--- src/rtl/nstate_rmw.sv ---
module nstate_rmw #(
  parameter int ID_W    = 17,
  parameter int V_W     = 36,
  parameter int LOCAL_W = 13
) (
  input  logic                    clk,
  input  logic                    rst_n,
  input  logic                    cmd_valid,
  output logic                    cmd_ready,
  input  logic [ID_W-1:0]         cmd_id,
  input  logic [V_W-1:0]          cmd_volt,
  output logic [ID_W-LOCAL_W-1:0] mem_bank,
  output logic [LOCAL_W-2:0]      mem_addr,
  output logic                    mem_rd_en,
  input  logic [2*V_W-1:0]        mem_rdata,
  output logic                    mem_wr_en,
  output logic [2*V_W-1:0]        mem_wdata,
  output logic                    done
);
  localparam int WORD_W = 2 * V_W;

  typedef enum logic [2:0] {S_IDLE, S_READ, S_WAIT, S_WRITE, S_DONE} st_t;

  st_t               st;
  logic [ID_W-1:0]   id_q;
  logic [V_W-1:0]    v_q;
  logic [WORD_W-1:0] word_q;

  always_ff @(posedge clk) begin
    if (!rst_n) begin
      st     <= S_IDLE;
      id_q   <= '0;
      v_q    <= '0;
      word_q <= '0;
    end else begin
      case (st)
        S_IDLE: if (cmd_valid) begin
          id_q <= cmd_id;
          v_q  <= cmd_volt;
          st   <= S_READ;
        end
        S_READ:  st <= S_WAIT;
        S_WAIT: begin
          word_q <= id_q[0] ? {v_q, mem_rdata[V_W-1:0]}
                            : {mem_rdata[WORD_W-1:V_W], v_q};
          st     <= S_WRITE;
        end
        S_WRITE: st <= S_DONE;
        default: st <= S_IDLE;
      endcase
    end
  end

  assign cmd_ready = (st == S_IDLE);
  assign mem_rd_en = (st == S_READ);
  assign mem_wr_en = (st == S_WRITE);
  assign done      = (st == S_DONE);
  assign mem_bank  = id_q[ID_W-1:LOCAL_W];
  assign mem_addr  = id_q[LOCAL_W-1:1];
  assign mem_wdata = word_q;
endmodule

--- config.mk ---
export PLATFORM = sky130hd
export DESIGN_NAME = nstate_rmw
export DESIGN_NICKNAME = d
export VERILOG_FILES = /design/src/rtl/nstate_rmw.sv
export SDC_FILE = /design/constraint.sdc
export NUM_CORES = 1
export LEC_CHECK = 0
export BUFFER_PORTS_ARGS = -buffer_cell sky130_fd_sc_hd__buf_2
export CORE_ASPECT_RATIO = 1.5
export CORE_MARGIN = 2
export CORE_UTILIZATION = 52
export DETAILED_ROUTE_END_ITERATION = 8
export GPL_TIMING_DRIVEN = 0
export PLACE_DENSITY_LB_ADDON = 0.2
export SLEW_MARGIN = 0
export SYNTH_ARGS = -nofsm -noshare
export SYNTH_HDL_FRONTEND = slang
export SYNTH_SLANG_ARGS = --single-unit
--- constraint.sdc ---
create_clock -name clk -period 3.6 [get_ports clk]
set_clock_uncertainty 0.15 [all_clocks]
set_input_delay 0.18 -clock clk [delete_from_list [all_inputs] [get_ports clk]]
set_output_delay 0.18 -clock clk [all_outputs]
set_load 0.005 [all_outputs]
Yosys cells after proc, flatten, opt, wreduce, memory -nomap -nowiden
Cells that the tools add are included.
Operators by class
  eq/ne operators: 5
  multiplexer cells: 3
  reduce and logical (&&, ||, !) cells: 2
Operators by type and width (number)
  72-bit two-way mux: 1
  3-bit case mux with 4 select lines: 1
  3-bit by 2-bit equality test with 1-bit output, second input constant: 2
  3-bit by 1-bit equality test with 1-bit output, second input constant: 1
  3-bit equality test, second input constant: 1
  3-bit zero test: 1
  3-bit two-way mux: 1
  2-bit inequality test, second input constant: 1
  2-bit AND reduction: 1
Storage, ports and cells
  register bits: 128
  bits of input ports: 128
  output and inout port bits: 92
  word-level logic and storage cells: 14

Depth between registers and ports, before layout
Gate-level depths: netlist of the first run.
  word-level depth: 2
  gate-level depth with buffers: 5
  depth with buffers taken out: 2

Worst setup path before layout of the first run
OpenSTA, ideal clock, no wires.
  path type: reg2reg
  start: register st[0]
  end: register id_q[0]
  setup time: 0.072 ns
  data arrival time: 1.185 ns
  data required time: 3.378 ns
  setup slack: 2.193 ns
  stages on the path, launching flop included: 6
  path buffers: 3
  clock period less this slack: 1.407 ns
  cell sequence: dfxtp_1 > buf_6 > nor4b_4 > buf_6 > buf_12 > mux2i_1
Between the ends
  cells in the longest elaborated chain, start to end: 2
Ends and longest elaborated chain
  from (decl): RTL line 24  | st_t st;
  from (signal assigned): RTL line 31  | st <= S_IDLE;
  from (signal assigned): RTL line 40  | st <= S_READ;
  from (signal assigned): RTL line 42  | S_READ: st <= S_WAIT;
  3-bit zero test: RTL line 36  | case (st)
  2-bit AND reduction (no line)
  to (signal assigned): RTL line 38  | id_q <= cmd_id;
  to (decl): RTL line 25  | logic [ID_W-1:0] id_q;
No other way between the ends.
A chain may end at the register's enable or synchronous reset.

Worst setup path after layout of the first run
  start: register st[2]
  end: register word_q[68], in the netlist mem_wdata[68]
Between the ends
  cells in the longest elaborated chain, start to end: 1
Ends and longest elaborated chain
  3-bit by 2-bit equality test with 1-bit output: RTL line 36
  to (signal assigned): RTL line 44  | word_q <= id_q[0] ? {v_q, mem_rdata[V_W-1:0]}
  to (decl): RTL line 27  | logic [WORD_W-1:0] word_q;
No other way between the ends.

==> metrics.yaml, run 1 <==
outcome: "completed"
wl_met1_mm: 7.120
min-delay-start: "rst_n"
antenna_found_initial: 0
fmax_mhz: 564.5
coreArea_um2: 10420
port_buffers: 219
p_leak_nw: 3.880
post-route-period-util_pct: 49.21
diodes: 0
yosysTopAreaCellShare_pct: 46.59
synth_edf_count: 0
slew_headroom_pct: 61.69
post-dp-hpwl_mm: 11.67
maxCapViolations: 0
rr_worst_depth: 5
dieArea_um2: 11430
fp-row-count: 46
numCtsBuffers: 17
grt_pass1_vias: 6219
path_cells: "buf_6 > nand4bb_1 > buf_2 > clkbuf_1 > o22ai_1"
wl_per_cell_um: 17.88
cts.sinks: 128
grt_max_degree: 17
hold_viol_final: 0
ys_top_cells_by_area: "dfxtp_1 47%, mux2i_1 23%, nand2_1 12%, o22ai_1 8.2%, buf_2 2.7%"
vias_per_cell: 5.306
timing.critical_path.slowest_stage_cell: "clkbuf_1"
yosysMostFrequentCell: "nand2_1"
htree_levels: 4
async_flop_share_pct: 0
synthFlopType: "dfxtp_1"
layout-drive-gt1-share_pct: 31.74
ys_warn_count: 0
drt_iter0_markers: 414
overflow: 0
gp_congestion: 0.8322
cts_setup_buffers: 0
dr_wl_met2_mm: 10.47
synth_cell_types: 19
r2r_setup_slack_ns: 1.83
clockBufferDepth: 2
syn_area_um2: 5500
min_period_ns: 1.772
synth_nets: 712
path_class: "register to register"
worstPathArrival_ns: 1.88
critPathBufInv: 3
cts_resized: 0
vias: 5863
final_cell_area_um2: 8622
avgSynthCellArea_um2: 9.418
ir_worst_vdd_mv: 0.3891
area_growth_pct: 56.76
drt_first_pass_iters: 7
reg2reg_to: "mem_wdata[68]"
rsz0062_at_grt: "false"
seq_area_frac_synth_pct: 46.59
drv_slew: 0
initial_core_util_pct: 52.80
holdPathEnd: "mem_wdata[71]"
synthCells: 584
die_w_um: 87.98
drtAntennaViolNets: 0
yosysTopAreaCell: "dfxtp_1"
finalNetCount: 1076
grt_usage_pct: 34.48
min_path_cells: 4
cp-end-kind: "register"
fin_tns_setup_ns: 0
hold_path_class: "primary input to register"
drcViolationCount: 0
synth_common_cells: "178 x nand2_1, 128 x dfxtp_1, 125 x mux2i_1"
cp-start-kind: "register"
routed.top_layer: "met4"
cpLargestDelayFamily: "buffers and inverters"
clk_pin_slew_ns: 0.06
dpl_cell_area_um2: 6777
fillers: 611
grt_pass1_wl_mm: 30.05
cts_tree: "built"
worstMarginPinSlew_ns: 0.5746
crit_fanout: 10
die_height_um: 130.0
ios: 220
required_ns: 3.71
yosys_register_bits: 128
clk-insertion-delay-late_ns: 0.42
setup_viol: 0
ctsRootBufferMaster: "clkbuf_16"
wl_met3_mm: 1.103
reg2reg_from: "st[2]"
wirelength_mm: 19.75
slowest_delay_ns: 0.48
power_density_nw_per_um2: 466.3
## per-layer routing
metal | track usage (%) | vias up
met5 | 0 | -
met4 | 22.26 | 0
met3 | 6.262 | 91
met2 | 61.72 | 302
met1 | 36.31 | 2737
li1 | - | 2733
## timing repair
action / CTS / global route
hold endpoints to repair: 126 / 0
endpoints found under the setup margin: 0 / 0
hold buffers: 126 / 0
## worst reg2reg max path, cell delays in order, from the launching register on
cell and delay, ns:
dfxtp_1 0.33, buf_6 0.14, nand4bb_1 0.12, buf_2 0.23
clkbuf_1 0.48, o22ai_1 0.17
## cell usage in the layout, fill, tap and decap left out, types with 4 or more instances in the layout
cell type      instances
buf_12                 5
mux2i_1              125
clkinvlp_4             4
clkbuf_16             17
o22ai_1               72
buf_2                249
dfxtp_1              128
clkinv_2               4
clkbuf_1              16
nor3b_1                4
nand2_1              178
dlygate4sd3_1        126
buf_4                 16
## cell type report
type | instances | area, µm² | area share (%)
Multi-Input combinational cell | 387 | 2477 | 28.73
Clock buffer | 22 | 474.2 | 5.500
Clock inverter | 10 | 110.1 | 1.277
Timing Repair Buffer | 345 | 2357 | 27.34
Buffer | 69 | 460.4 | 5.340
Tap cell | 144 | 180.2 | 2.090
Sequential cell | 128 | 2562 | 29.72
## sequential cells by signal, indices dropped and copies added (netlist names)
register   cells
id_q          17
mem_wdata     72
st             3
v_q           36
## per-stage QoR
stage,hold slack [ns],instances,util (%),power (mW),setup WS [ns]
finish,0.1387,1105,82.76,4.020,1.828
floorplan,0.1721,584,-,1.986,2.193
global placement,0.2772,947,65.05,2.196,1.930
detailed placement,0.2846,947,65.05,2.217,1.870
global route,0.2115,1105,82.76,4.140,1.715
CTS,0.1524,1105,82.76,3.980,1.862
## report_power, final
part | total (mW) | internal, mW | switching [mW]
Clock | 1.69 | 1.07 | 0.625
Combinational | 0.745 | 0.394 | 0.351
Sequential | 1.58 | 1.52 | 0.0665
## worst max-delay path by stage
stage                     slack (ns)  startpoint  cells after the start             to
after detailed placement        1.87       st[2]                      5  mem_wdata[59]
final                           1.83       st[2]                      5  mem_wdata[68]
after global placement          1.93       st[2]                      5  mem_wdata[66]
after floorplan                 2.19       st[0]                      5        id_q[0]
after CTS                       1.86       st[2]                      5  mem_wdata[59]
after global routing            1.71       st[2]                      5  mem_wdata[68]
## kinds of logic after synthesis
| family | after synthesis | synth area share (%) |
|---|---|---|
| simple gates | 189 | 13.94 |
| flops | 128 | 46.59 |
| xor+xnor | 1 | 0.1593 |
| compound gates | 72 | 8.189 |
| mux | 125 | 22.75 |
| buf+inv | 69 | 8.371 |
Power figures use the tool's default switching activity.
==> inputs of run 2 (changes only) <==
- CORE_UTILIZATION: 52 -> 44
- clock period: 3.6 -> 1.6 ns (I/O delays scaled with it)
==> metrics.yaml, run 2 (same netlist as run 1, synthesis figures left out) <==
hold_viol_final: 0
post-dp-hpwl_mm: 12.13
port_buffers: 219
power_density_nw_per_um2: 1030
rsz0062_at_grt: "true"
numCtsBuffers: 17
overflow: 0
cpMostUsedCell: "buf_4"
path_cells: "clkbuf_4 > nor3b_1 > buf_4 > buf_4 > o22ai_1"
fin_tns_setup_ns: 0
clk-insertion-delay-late_ns: 0.40
clk_pin_slew_ns: 0.06
post-route-period-util_pct: 95.93
maxCapViolations: 0
area_growth_pct: 57.85
slowest_delay_ns: 0.31
cp-start-kind: "register"
wl_per_cell_um: 16.21
dieArea_um2: 13430
worstMarginPinSlew_ns: 0.5566
path_class: "register to register"
antenna_found_initial: 0
drcViolationCount: 0
largest_reg_flops: 72
drtAntennaViolNets: 0
grt_pass1_wl_mm: 28.23
crit_fanout: 10
grt_max_degree: 17
diodes: 0
r2r_setup_slack_ns: 0.07
cp-end-kind: "register"
layout-drive-gt1-share_pct: 32.64
wirelength_mm: 18.13
layout_commonest_cell: "buf_2"
ir_worst_vdd_mv: 0.6684
multi_input_area_um2: 2477
p_leak_nw: 3.893
drt_first_pass_iters: 6
required_ns: 1.72
regArea_um2: 2562
ctsRootBufferMaster: "clkbuf_16"
cts_tree: "built"
hold_path_class: "primary input to register"
die_height_um: 140.9
drv_slew: 0
clockBufferDepth: 2
p_total_mw: 8.947
timing.critical_path.slowest_stage_cell: "dfxtp_1"
grt_usage_pct: 27.10
dp_cells: 959
fp-row-count: 50
grt_pass1_vias: 5878
htree_levels: 4
initial_core_util_pct: 44.63
gp_congestion: 0.7893
worstPathArrival_ns: 1.66
min_period_ns: 1.535
vias: 5654
final_cell_mix: "235 x buf_2, 178 x nand2_1, 128 x dfxtp_1"
outcome: "completed"
ios: 220
fmax_mhz: 651.5
die_w_um: 95.29
cts.sinks: 128
drt_iter0_markers: 137
vias_per_cell: 5.057
fin_cells: 1118
setup_viol: 0
coreArea_um2: 12320
finalNetCount: 1077
fillers: 907
slew_headroom_pct: 62.89
## run 2: changes by cell type in the layout (fill, tap and decap cells not counted), moves of 2 or more
cell and delta:
inv_6 +5, clkbuf_8 -2, clkbuf_4 +7, clkbuf_1 -7
clkinv_4 +3, clkinv_2 -2, buf_4 +11, buf_2 -14
clkbuf_2 +3
## run 2: layout make-up
| cell class | instances | share of cell area, % |
|---|---|---|
| buffer | 69 | 5.880 |
| timing repair buffer | 346 | 27.24 |
| tap | 156 | 2.248 |
| clock inverter | 14 | 1.528 |
| sequential | 128 | 29.51 |
| clock buffer | 18 | 5.058 |
| multi-input combinational | 387 | 28.53 |
## run 2: final timing paths
check / start / end / cells after the start
worst min-delay path: rst_n / mem_wdata[71] / 4
worst max register to register: st[1] / mem_wdata[5] / 5
worst max-delay path: st[1] / mem_wdata[5] / 5
worst min register to register: id_q[10] / id_q[10] / 2
## run 2: through the flow
stage | instance area, µm² | worst slack (ns) | util [%] | hold WS [ns]
global placement | 6792 | -0.1392 | 55.11 | 0.1786
global route | 8682 | -0.004795 | 70.45 | 0.1084
floorplan | 5500 | 0.1933 | - | 0.07210
CTS | 8645 | -0.008943 | 70.14 | 0.04864
detailed placement | 6792 | -0.1020 | 55.11 | 0.1841
finish | 8682 | 0.06516 | 70.45 | 0.06468
## run 2: metal layers
metal / wire length [µm] / GRT usage [%]
met1: 7031 / 29.03
met2: 9422 / 47.89
met3: 982 / 6.841
met4: 691 / 14.11
met5: 0 / 0
## run 2: worst max-delay path: cells and delay by family (launching register included)
kind | cells | cell delay [ns]
compound gates | 1 | 0.13
buf+inv | 3 | 0.62
simple gates | 1 | 0.20
flops | 1 | 0.31
## run 2: power by group
group          switching (mW)  internal, mW  total, mW
registers               0.137          3.41       3.55
clock network            1.52          2.20       3.72
logic                   0.764         0.914       1.68
total                    2.42          6.53       8.95
## run 2: timing repair
action,CTS,global route
endpoints found under the hold margin,126,0
buffers inserted,0,1
resized for setup,11,19
pin swaps,0,0
hold buffers,126,0
endpoints found under the setup margin,70,69
